===== src/rtl/tw_reg_pkg.sv =====
package tw_reg_pkg;

    localparam int PTR_W  = 7;
    localparam int BYTE_W = 8;

    typedef enum logic [3:0] {
        ST_IDLE,
        ST_ADDR,
        ST_ADDR_ACK,
        ST_SUB,
        ST_SUB_ACK,
        ST_WR,
        ST_WR_ACK,
        ST_RD,
        ST_RD_ACK
    } tw_state_e;

    typedef struct packed {
        logic start;
        logic stop;
        logic rise;
        logic fall;
    } tw_evt_t;

endpackage


===== src/rtl/tw_line_filter.sv =====
module tw_line_filter #(
    parameter int FILT_LEN = 3
) (
    input  logic clk,
    input  logic rst_n,
    input  logic line_i,
    output logic filt_o
);
    localparam int CW = $clog2(FILT_LEN + 1);

    logic [1:0]    meta_q;
    logic [CW-1:0] cnt_q;

    always_ff @(posedge clk or negedge rst_n) begin
        if (!rst_n) begin
            meta_q <= 2'b11;
            cnt_q  <= '0;
            filt_o <= 1'b1;
        end else begin
            meta_q <= {meta_q[0], line_i};
            if (meta_q[1] == filt_o) begin
                cnt_q <= '0;
            end else if (cnt_q == CW'(FILT_LEN - 1)) begin
                filt_o <= meta_q[1];
                cnt_q  <= '0;
            end else begin
                cnt_q <= cnt_q + 1'b1;
            end
        end
    end

    // the filtered level only ever moves to the synchronised level
    p_filter_follow_r12: assert property (@(posedge clk) disable iff (!rst_n)
        !$stable(filt_o) |-> (filt_o == $past(meta_q[1])));

endmodule


===== src/rtl/tw_bus_events.sv =====
module tw_bus_events
    import tw_reg_pkg::*;
(
    input  logic    clk,
    input  logic    rst_n,
    input  logic    scl_f,
    input  logic    sda_f,
    output tw_evt_t evt
);
    logic scl_d, sda_d;

    always_ff @(posedge clk or negedge rst_n) begin
        if (!rst_n) begin
            scl_d <= 1'b1;
            sda_d <= 1'b1;
        end else begin
            scl_d <= scl_f;
            sda_d <= sda_f;
        end
    end

    always_comb begin
        evt.start = scl_d & scl_f & sda_d & ~sda_f;
        evt.stop  = scl_d & scl_f & ~sda_d & sda_f;
        evt.rise  = ~scl_d & scl_f;
        evt.fall  = scl_d & ~scl_f;
    end

endmodule


===== src/rtl/tw_regfile.sv =====
module tw_regfile
    import tw_reg_pkg::*;
#(
    parameter int NUM_REGS = 16
) (
    input  logic              clk,
    input  logic              rst_n,
    input  logic              wr_en,
    input  logic [PTR_W-1:0]  ptr,
    input  logic [BYTE_W-1:0] wr_data,
    output logic [BYTE_W-1:0] rd_data
);
    logic [BYTE_W-1:0] mem [NUM_REGS];

    for (genvar g = 0; g < NUM_REGS; g++) begin : g_reg
        always_ff @(posedge clk or negedge rst_n) begin
            if (!rst_n) begin
                mem[g] <= '0;
            end else if (wr_en && ptr == PTR_W'(g)) begin
                mem[g] <= wr_data;
            end
        end

        // a register changes only when the write targets its own index
        p_reg_hold_r9: assert property (@(posedge clk) disable iff (!rst_n)
            !(wr_en && ptr == PTR_W'(g)) |=> $stable(mem[g]));
    end

    always_comb begin
        rd_data = '0;
        for (int i = 0; i < NUM_REGS; i++) begin
            if (ptr == PTR_W'(i)) rd_data = mem[i];
        end
    end

endmodule


===== src/rtl/tw_reg_target.sv =====
module tw_reg_target
    import tw_reg_pkg::*;
#(
    parameter logic [6:0] DEV_ADDR = 7'h3A,
    parameter int         NUM_REGS = 16,
    parameter int         FILT_LEN = 3
) (
    input  logic clk,
    input  logic rst_n,
    input  logic scl_i,
    output logic scl_oe,
    input  logic sda_i,
    output logic sda_oe,
    input  logic busy_i
);
    localparam int NLINES = 2;

    logic [NLINES-1:0] raw_lines, filt_lines;
    logic              scl_f, sda_f;
    tw_evt_t           evt;

    assign raw_lines = {sda_i, scl_i};

    for (genvar l = 0; l < NLINES; l++) begin : g_line
        tw_line_filter #(.FILT_LEN(FILT_LEN)) i_filt (
            .clk    (clk),
            .rst_n  (rst_n),
            .line_i (raw_lines[l]),
            .filt_o (filt_lines[l])
        );
    end

    assign scl_f = filt_lines[0];
    assign sda_f = filt_lines[1];

    tw_bus_events i_evt (
        .clk   (clk),
        .rst_n (rst_n),
        .scl_f (scl_f),
        .sda_f (sda_f),
        .evt   (evt)
    );

    tw_state_e         state, nxt;
    logic [3:0]        bit_cnt;
    logic [BYTE_W-1:0] shreg, tx_q, rd_data;
    logic [PTR_W-1:0]  ptr_q;
    logic              inc_q, rw_q, mack_q, hold_q;
    logic              byte_done, addr_hit, wr_en;

    assign byte_done = (bit_cnt == 4'd8);
    assign addr_hit  = (shreg[7:1] == DEV_ADDR);
    assign wr_en     = (state == ST_WR) && evt.fall && byte_done;
    assign scl_oe    = hold_q;

    tw_regfile #(.NUM_REGS(NUM_REGS)) i_regs (
        .clk     (clk),
        .rst_n   (rst_n),
        .wr_en   (wr_en),
        .ptr     (ptr_q),
        .wr_data (shreg),
        .rd_data (rd_data)
    );

    // next-state logic
    always_comb begin
        nxt = state;
        if (evt.start) begin
            nxt = ST_ADDR;
        end else if (evt.stop) begin
            nxt = ST_IDLE;
        end else if (evt.fall) begin
            unique case (state)
                ST_IDLE:     nxt = ST_IDLE;
                ST_ADDR:     if (byte_done) nxt = addr_hit ? ST_ADDR_ACK : ST_IDLE;
                ST_ADDR_ACK: nxt = rw_q ? ST_RD : ST_SUB;
                ST_SUB:      if (byte_done) nxt = ST_SUB_ACK;
                ST_SUB_ACK:  nxt = ST_WR;
                ST_WR:       if (byte_done) nxt = ST_WR_ACK;
                ST_WR_ACK:   nxt = ST_WR;
                ST_RD:       if (bit_cnt == 4'd7) nxt = ST_RD_ACK;
                ST_RD_ACK:   nxt = mack_q ? ST_RD : ST_IDLE;
                default:     nxt = ST_IDLE;
            endcase
        end
    end

    // state register
    always_ff @(posedge clk or negedge rst_n) begin
        if (!rst_n) state <= ST_IDLE;
        else        state <= nxt;
    end

    // datapath and line drivers
    always_ff @(posedge clk or negedge rst_n) begin
        if (!rst_n) begin
            bit_cnt <= '0;
            shreg   <= '0;
            tx_q    <= '0;
            ptr_q   <= '0;
            inc_q   <= 1'b0;
            rw_q    <= 1'b0;
            mack_q  <= 1'b0;
            hold_q  <= 1'b0;
            sda_oe  <= 1'b0;
        end else begin
            if (hold_q && !busy_i) hold_q <= 1'b0;
            if (evt.start) begin
                bit_cnt <= '0;
                sda_oe  <= 1'b0;
            end else if (evt.stop) begin
                sda_oe  <= 1'b0;
            end else begin
                if (evt.rise) begin
                    unique case (state)
                        ST_ADDR, ST_SUB, ST_WR: begin
                            if (!byte_done) begin
                                shreg   <= {shreg[6:0], sda_f};
                                bit_cnt <= bit_cnt + 4'd1;
                            end
                        end
                        ST_RD_ACK: mack_q <= ~sda_f;
                        default: ;
                    endcase
                end
                if (evt.fall) begin
                    unique case (state)
                        ST_ADDR: begin
                            if (byte_done && addr_hit) begin
                                sda_oe <= 1'b1;
                                rw_q   <= shreg[0];
                                if (busy_i) hold_q <= 1'b1;
                            end
                        end
                        ST_ADDR_ACK: begin
                            bit_cnt <= '0;
                            if (rw_q) begin
                                tx_q   <= rd_data;
                                sda_oe <= ~rd_data[7];
                            end else begin
                                sda_oe <= 1'b0;
                            end
                        end
                        ST_SUB: begin
                            if (byte_done) begin
                                ptr_q  <= shreg[6:0];
                                inc_q  <= shreg[7];
                                sda_oe <= 1'b1;
                                if (busy_i) hold_q <= 1'b1;
                            end
                        end
                        ST_WR: begin
                            if (byte_done) begin
                                sda_oe <= 1'b1;
                                if (inc_q) ptr_q <= ptr_q + 7'd1;
                                if (busy_i) hold_q <= 1'b1;
                            end
                        end
                        ST_SUB_ACK, ST_WR_ACK: begin
                            bit_cnt <= '0;
                            sda_oe  <= 1'b0;
                        end
                        ST_RD: begin
                            if (bit_cnt == 4'd7) begin
                                sda_oe <= 1'b0;
                                if (inc_q) ptr_q <= ptr_q + 7'd1;
                            end else begin
                                bit_cnt <= bit_cnt + 4'd1;
                                tx_q    <= {tx_q[6:0], 1'b0};
                                sda_oe  <= ~tx_q[6];
                            end
                        end
                        ST_RD_ACK: begin
                            bit_cnt <= '0;
                            if (mack_q) begin
                                tx_q   <= rd_data;
                                sda_oe <= ~rd_data[7];
                            end else begin
                                sda_oe <= 1'b0;
                            end
                        end
                        default: ;
                    endcase
                end
            end
        end
    end

    // SDA drive changes only while the filtered SCL is low
    p_sda_scl_low_r10: assert property (@(posedge clk) disable iff (!rst_n)
        !$stable(sda_oe) |-> !scl_f);

    // a stretch begins only when busy was seen, and ends once busy drops
    p_stretch_cause_r11: assert property (@(posedge clk) disable iff (!rst_n)
        $rose(scl_oe) |-> $past(busy_i));
    p_stretch_release_r11: assert property (@(posedge clk) disable iff (!rst_n)
        (scl_oe && !busy_i) |=> !scl_oe);

    // a START always leads back to address reception
    p_start_restart_r2: assert property (@(posedge clk) disable iff (!rst_n)
        evt.start |=> (state == ST_ADDR));

    // a foreign address leaves SDA released and parks the FSM
    p_foreign_nack_r3: assert property (@(posedge clk) disable iff (!rst_n)
        (state == ST_ADDR && evt.fall && byte_done && !addr_hit)
        |=> (!sda_oe && state == ST_IDLE));

    // auto-increment steps the pointer by one per written byte
    p_ptr_step_r5: assert property (@(posedge clk) disable iff (!rst_n)
        (wr_en && inc_q) |=> (ptr_q == 7'($past(ptr_q) + 7'd1)));

    // without auto-increment the pointer only moves on a sub-address
    p_ptr_fixed_r6: assert property (@(posedge clk) disable iff (!rst_n)
        (!inc_q && state != ST_SUB) |=> $stable(ptr_q));

endmodule


===== config.mk =====
export PLATFORM = sky130hd
export DESIGN_NAME = tw_reg_target
export DESIGN_NICKNAME = d
export VERILOG_FILES = /design/src/rtl/tw_reg_pkg.sv /design/src/rtl/tw_line_filter.sv /design/src/rtl/tw_bus_events.sv /design/src/rtl/tw_regfile.sv /design/src/rtl/tw_reg_target.sv
export SDC_FILE = /design/constraint.sdc
export NUM_CORES = 1
export LEC_CHECK = 0
export BUFFER_PORTS_ARGS = -buffer_cell sky130_fd_sc_hd__clkbuf_2
export CAP_MARGIN = 20
export CELL_PAD_IN_SITES_DETAIL_PLACEMENT = 0
export CELL_PAD_IN_SITES_GLOBAL_PLACEMENT = 2
export CORE_ASPECT_RATIO = 0.8
export CORE_MARGIN = 3
export CORE_UTILIZATION = 45
export DETAILED_ROUTE_END_ITERATION = 7
export HOLD_SLACK_MARGIN = 0.06
export PLACE_DENSITY = 0.76
export SLEW_MARGIN = 20
export SYNTH_ARGS = -nofsm -noshare
export SYNTH_HDL_FRONTEND = slang
export SYNTH_HIERARCHICAL = 1
export SYNTH_SLANG_ARGS = --single-unit

===== constraint.sdc =====
create_clock -name clk -period 3.2 [get_ports clk]
set_clock_uncertainty 0.1 [all_clocks]
set_input_delay 0.64 -clock clk [delete_from_list [all_inputs] [get_ports clk]]
set_output_delay 0.64 -clock clk [all_outputs]
set_load 0.02 [all_outputs]

## Word-level counts from Yosys, hierarchy flattened

Cells that the tools add are included.

| word-level totals | value |
|---|---|
| bits in writable memories | 0 |
| bits in latches | 0 |
| bits of input ports | 5 |
| bits in registers | 175 |
| output and inout port bits | 2 |
| memories kept | 0 |
| memory bits (read-only) | 0 |
| logic and storage cells | 204 |

| operators by class | value |
|---|---|
| $add $sub $neg | 4 |
| divide/modulo/power cells | 0 |
| shift-type cells | 0 |
| multiplexer cells | 65 |
| magnitude comparators | 0 |
| reduce and logical (&&, ||, !) cells | 40 |
| bitwise logic cells | 18 |
| $mul | 0 |
| eq/ne operators | 43 |

Operators with widths:

| kind | count |
|---|---|
| 8-bit 2-to-1 mux | 16 |
| 7-bit by 4-bit == test with 1-bit output, second input constant | 8 |
| 4-bit 2-to-1 mux | 14 |
| 7-bit 2-to-1 mux | 7 |
| 7-bit case mux with 3 select lines | 2 |
| 7-bit by 3-bit == test with 1-bit output, second input constant | 4 |
| 4-bit case mux with 7 select lines | 1 |
| 4-bit by 3-bit == test with 1-bit output, second input constant | 5 |
| 1-bit logical AND | 20 |
| 4-bit != test, second input constant | 5 |
| 5-bit AND reduction | 4 |
| 1-bit 2-to-1 mux | 15 |
| 7-bit by 2-bit == test with 1-bit output, second input constant | 2 |
| 7-bit AND reduction | 2 |
| 2-bit != test, second input constant | 6 |
| 1-bit NOT | 11 |
| 2-bit 2-to-1 mux | 5 |
| 3-bit nonzero test | 3 |
| 4-bit by 2-bit == test with 1-bit output, second input constant | 2 |
| 4-bit == test, second input constant | 2 |
| 4-bit case mux with 2 select lines | 1 |
| 4-bit AND reduction | 2 |
| 8-bit nonzero test | 1 |
| 7-bit by 1-bit adder with 7-bit output, second input constant | 1 |
| other kinds (19) | 31 |

## Logic depth before layout (Yosys ltp)

| depth | value |
|---|---|
| word-level depth | 23 |
| mapped depth | 11 |
| gate-level depth less buffers | 8 |

## Hierarchy

Netlist, hierarchy kept.

By module, submodules not included:

| module | sequential area each (um^2) | instances | area an instance (um^2) | cells each |
|---|---|---|---|---|
| tw_regfile | 3203.1 | 1 | 6233.5 | 472 |
| tw_reg_target | 875.8 | 1 | 2255.9 | 245 |
| tw_line_filter | 128.9 | 2 | 178.9 | 10 |
| tw_bus_events | 52.6 | 1 | 87.6 | 6 |

## Worst setup path before layout

Ideal clock, no wire load.

| timing path | value |
|---|---|
| path kind | register to register |
| start | register i_evt.scl_d |
| end | register i_regs/mem[48] in the netlist's numbering |
| period minus slack after synthesis | 2.637 ns |
| cell stages (with the launch flop) | 9 |
| setup time | 0.125 ns |
| path buffers | 2 |
| arrival | 2.413 ns |
| setup slack | 0.563 ns |
| required time | 2.975 ns |
| cell sequence | dfstp_2 > and2b_2 > buf_6 > inv_1 > nor4_1 > clkbuf_1 > nand2_1 > nor2_2 > mux2_2 |

RTL lines:

| item | RTL line | source |
|---|---|---|
| start, declared | tw_bus_events.sv:10 | `logic scl_d, sda_d;` |
| start signal, assigned | tw_bus_events.sv:17 | `scl_d <= scl_f;` |
| end signal, assigned by index | tw_regfile.sv:20 | `mem[g] <= wr_data;` |
| end, declared | tw_regfile.sv:13 | `logic [BYTE_W-1:0] mem [NUM_REGS];` |

## Worst setup path in the final report

| timing path | value |
|---|---|
| start | register ptr_q[3] |
| end | register sda_oe |

| on the way | value |
|---|---|
| word-level cells in the longest chain between the ends | 23 |
| elaborated cells between the ends (all ways) | 39 |
| classes of those cells | 15 x eq/ne; 22 x mux; 1 x bitwise; 1 x reduce/logical |

Ends and longest elaborated chain:

| item | RTL line | source |
|---|---|---|
| start, declared | tw_reg_target.sv:47 | `logic [PTR_W-1:0] ptr_q;` |
| start signal, assigned | tw_reg_target.sv:146 | `ptr_q <= shreg[6:0];` |
| start signal, assigned | tw_reg_target.sv:155 | `if (inc_q) ptr_q <= ptr_q + 7'd1;` |
| start signal, assigned | tw_reg_target.sv:166 | `if (inc_q) ptr_q <= ptr_q + 7'd1;` |
| 7-bit logical NOT | tw_regfile.sv:32 | `if (ptr == PTR_W'(i)) rd_data = mem[i];` |
| 8-bit 2-to-1 mux (15 in a row) | tw_regfile.sv:32 |  |
| 8-bit 2-to-1 mux * | tw_regfile.sv:32 |  |
| net rd_data[7] | tw_reg_target.sv:46 | `logic [BYTE_W-1:0] shreg, tx_q, rd_data;` |
| 1-bit NOT * | tw_reg_target.sv:139, tw_reg_target.sv:177 |  |
| 1-bit 2-to-1 mux (on tied branches) | tw_reg_target.sv:175, tw_reg_target.sv:137 |  |
| 1-bit case mux with 6 select lines * | tw_reg_target.sv:127 | `unique case (state)` |
| 1-bit 2-to-1 mux * | tw_reg_target.sv:126 | `if (evt.fall) begin` |
| 1-bit 2-to-1 mux * | tw_reg_target.sv:111 | `end else if (evt.stop) begin` |
| 1-bit 2-to-1 mux * | tw_reg_target.sv:108 | `if (evt.start) begin` |
| end signal, assigned | tw_reg_target.sv:139 | `sda_oe <= ~rd_data[7];` |
| end signal, assigned | tw_reg_target.sv:170 | `sda_oe <= ~tx_q[6];` |
| end signal, assigned | tw_reg_target.sv:177 | `sda_oe <= ~rd_data[7];` |
| end, declared | tw_reg_target.sv:13 | `output logic sda_oe,` |

The timed path passes the listed nets; every way through them passes the cells marked *. The select of a mux whose other input is x is not followed.
A chain may end at the register's enable or synchronous reset.

==> results.py <==
metrics = {
    "finish": {
        "final.fill_count": 1705,
        "stdcell_area_um2": 9870,
        "final_nets": 757,
        "final_cells": 1021,
        "final_util_pct": 51.2,
        "layout-area-overhead-vs-synth_pct": 10.4,
        "layout-drive-gt1-share_pct": 37.0,
    },
    "pwr": {
        "intPower_mw": 4.36,
        "power.density_nw_per_um2": 727,
        "sequential_share_of_power_pct": 39.0,
        "switchingPower_mw": 2.81,
        "power.share.clock_pct": 30.0,
        "comb_power_share_pct": 31.0,
        "switching_share_pct": 39.1,
        "post-layout-total-power_mw": 7.17,
        "vdd_drop_max_uv": 479,
        "cellLeakagePower_nw": 4.49,
    },
    "floorplan": {
        "initial_utilization_pct": 46.4,
        "die_w_um": 164,
        "placement_rows": 45,
        "floorplan.die_area_um2": 21600,
        "num_io_pins": 7,
        "die_h_um": 132,
        "core_um2": 19300,
    },
    "worst_setup_path": {
        "worst-setup-path-type": "register to register",
        "crit_path_start_kind": "register",
        "endpoint_kind": "register",
        "worst-endpoint-required_ns": 3.46,
        "critical_path_arrival_ns": 3.05,
        "timing.critical_path.fanout_max": 12,
    },
    "cts": {
        "post-cts-setup-buffer-count": 0,
        "cts_max_path_buffers": 2,
        "postCtsHoldBufs": 0,
        "tritoncts_clock_tree": "yes",
        "tritoncts_num_sinks": 175,
        "clk-insertion-delay-late_ns": 0.44,
        "cts_made_buffers": 17,
        "cts.htree.levels": 4,
        "postCtsResizedCells": 0,
        "worst_setup_hold_path_clk_slew_ns": 0.07,
        "cts-root-buf": "clkbuf_16",
    },
    "placed_design": {
        "numPortBuffers": 6,
        "place.gp.congestion": 0.835,
        "dp_worst_setup_slack_ns": 0.431,
        "dpl.hpwl_um": 16000,
        "placedCellCount": 988,
        "placed_cell_area_um2": 9260,
    },
    "drt": {
        "drt_first_pass_iters": 5,
        "ant_nets": 0,
        "post_drt_via_cell_ratio": 6.05,
        "detail_route.drc_violations": 0,
        "drt-initial-drc-count": 627,
        "totalWireLength_um": 23300,
        "dr_total_vias": 6174,
        "drt-wirelength-per-cell_um": 22.8,
    },
    "timing": {
        "worst_slack_ns": 0.413,
        "final_critical_delay_including_setup_and_external_delays_ns": 2.79,
        "maxSlewViolCount": 0,
        "post-route-period-util_pct": 87.1,
        "hold_ws_ns": 0.0773,
        "worst_slew_pin_slew_ns": 0.912,
        "report.final.setup_viol": 0,
        "max_freq_mhz": 359,
        "slew_headroom_pct": 39.2,
        "report.final.hold_viol_count": 0,
        "setup-tns-final_ns": 0,
        "grt_setup_unrepaired": "no",
    },
    "global_route": {
        "number_of_antenna_violations_at_the_first_check_in_global_routing": 0,
        "grt_pass1_vias": 6113,
        "grt_util_all_layers_pct": 22.6,
        "largest_net_degree_at_the_start_of_global_routing": 63,
        "grt_first_pass_wirelength_um": 37000,
        "overflow": 0,
    },
    "synthesis": {
        "syn_inst": 743,
        "synth.mux.area_fraction_pct": 24.8,
        "yosysWarnings": 6,
        "synth_top_family_by_area": "multiplexers",
        "netlist-cell-type-count": 84,
        "synth-async-reset-ratio_pct": 100,
        "synth_edf_count": 0,
        "synth.net_count": 751,
        "synthFlopType": "dfrtp_1",
        "yosys.area_share.adder_pct": 0.420,
        "post-synth-top-area-fraction_pct": 46.8,
        "synth.cell_area_um2": 8930,
        "cell_with_the_most_instances_after_synthesis": "dfrtp_1",
        "synth_sequential_area_ratio_pct": 49.1,
        "synth.largest_area_cell": "dfrtp_1",
        "synth.cells.most_frequent": "dfrtp_1, mux2_2, nand2_1, a21oi_1, nor2_1",
        "synth_compound_gate_area_share_pct": 8.99,
        "synth.area.top_cells": "dfrtp_1, mux2_2, nand2_1, dfstp_2, mux2i_1",
        "yosys.area_share.xor_xnor_pct": 0.294,
        "post_synthesis_register_bit_count": 175,
        "synthSimpleGateAreaFrac_pct": 12.7,
        "synth_area_per_cell_um2": 12.0,
    },
    "min_path": {
        "min-delay-path-class": "input port to asynchronous set/reset pin",
    },
    "flow_run": {
        "drv.max_cap_violation_count": 0,
    },
    "outcome": {
        "status": "complete, no violations",
    },
}
## layout by cell type (no fill, tap or decap), types with 6 or more instances in the layout
cell type,synthesis,final
o22ai_1,11,11
dfstp_2,8,8
nor2b_1,11,11
nor3_1,10,10
o21ai_0,17,17
mux2_2,162,162
inv_8,0,6
dfrtp_1,167,165
nor2_1,25,25
nand2b_1,8,8
mux4_2,7,7
nand3_1,19,19
mux2i_1,18,18
inv_1,9,9
buf_4,10,25
nand4_1,6,6
a211oi_1,8,8
a21oi_1,26,26
nand3_2,6,6
o31ai_1,6,6
nor2_2,9,9
nand2_1,57,57
clkbuf_16,0,17
## layer usage
layer / wire (um) / global-route usage [%] / up-vias
li1: - / - / 2752
met1: 11500 / 34.2 / 3233
met4: 268 / 4.84 / 0
met5: 0 / 0 / -
met2: 10400 / 33.3 / 164
met3: 1120 / 4.90 / 25
## cell families (layout without fill, tap and decap cells)
| family | Yosys count | in the layout |
|---|---|---|
| and+or+nand+nor | 199 | 199 |
| xor gates and xnor gates | 3 | 3 |
| other | 0 | 1 |
| muxes | 191 | 191 |
| adders and majority gates | 3 | 3 |
| AOI/OAI and AO/OA | 116 | 116 |
| DFF | 175 | 175 |
| buffers and inverters | 56 | 75 |
## cell type report
class / count / area, um^2 / area share, %
repair buffers: 34 / 284 / 2.88
clock inverters: 15 / 183 / 1.85
clock buffers: 17 / 425 / 4.31
well taps: 258 / 323 / 3.27
diodes: 1 / 2.50 / 0.0254
inverters: 9 / 33.8 / 0.342
multi-input cells: 512 / 4220 / 42.8
flip-flops and latches: 175 / 4390 / 44.5
## state kept, by name, indices dropped and copies added (netlist names), 2 cells and up
| signal | count |
|---|---|
| bit_cnt | 4 |
| state | 4 |
| tx_q | 7 |
| i_regs/mem | 128 |
| g_line.i_filt/cnt_q | 4 |
| shreg | 8 |
| g_line.i_filt/meta_q | 4 |
| g_line.i_filt/filt_o | 2 |
| ptr_q | 7 |
## final timing paths
| kind | from | to | slack (ns) | depth (start not counted) |
|---|---|---|---|---|
| max reg2reg | ptr_q[3] | sda_oe | 0.41 | 8 |
| max in group asynchronous | rst_n | i_regs/mem[46] | 2.15 | 2 |
| min in group clk | sda_i | g_line[1].i_filt/meta_q[0] | 0.17 | 1 |
| max | ptr_q[3] | sda_oe | 0.41 | 8 |
| min | rst_n | tx_q[0] | 0.08 | 1 |
| min reg2reg | g_line[0].i_filt/meta_q[0] | g_line[0].i_filt/meta_q[1] | 0.26 | 0 |
## power by group through the flow
| stage | Clock (mW) | Combinational [mW] | Sequential (mW) |
|---|---|---|---|
| 2_1_floorplan | 0 | 1.68 | 2.65 |
| 3_3_place_gp | 0 | 2.18 | 2.82 |
| 3_5_place_dp | 0 | 2.20 | 2.84 |
| 4_1_cts | 2.20 | 2.20 | 2.80 |
| 5_1_grt | 2.29 | 2.40 | 2.85 |
| 6_report | 2.15 | 2.22 | 2.80 |
## critical path, cell delays in order, from the launching register on
cell       delay, ns
dfrtp_1         0.62
or4b_1          0.59
nor2_2          0.27
nand2_1         0.17
a2bb2oi_1       0.21
a211o_1         0.30
nor3_1          0.20
o41ai_1         0.10
a21oi_1         0.15
Power figures use the tool's default switching activity.
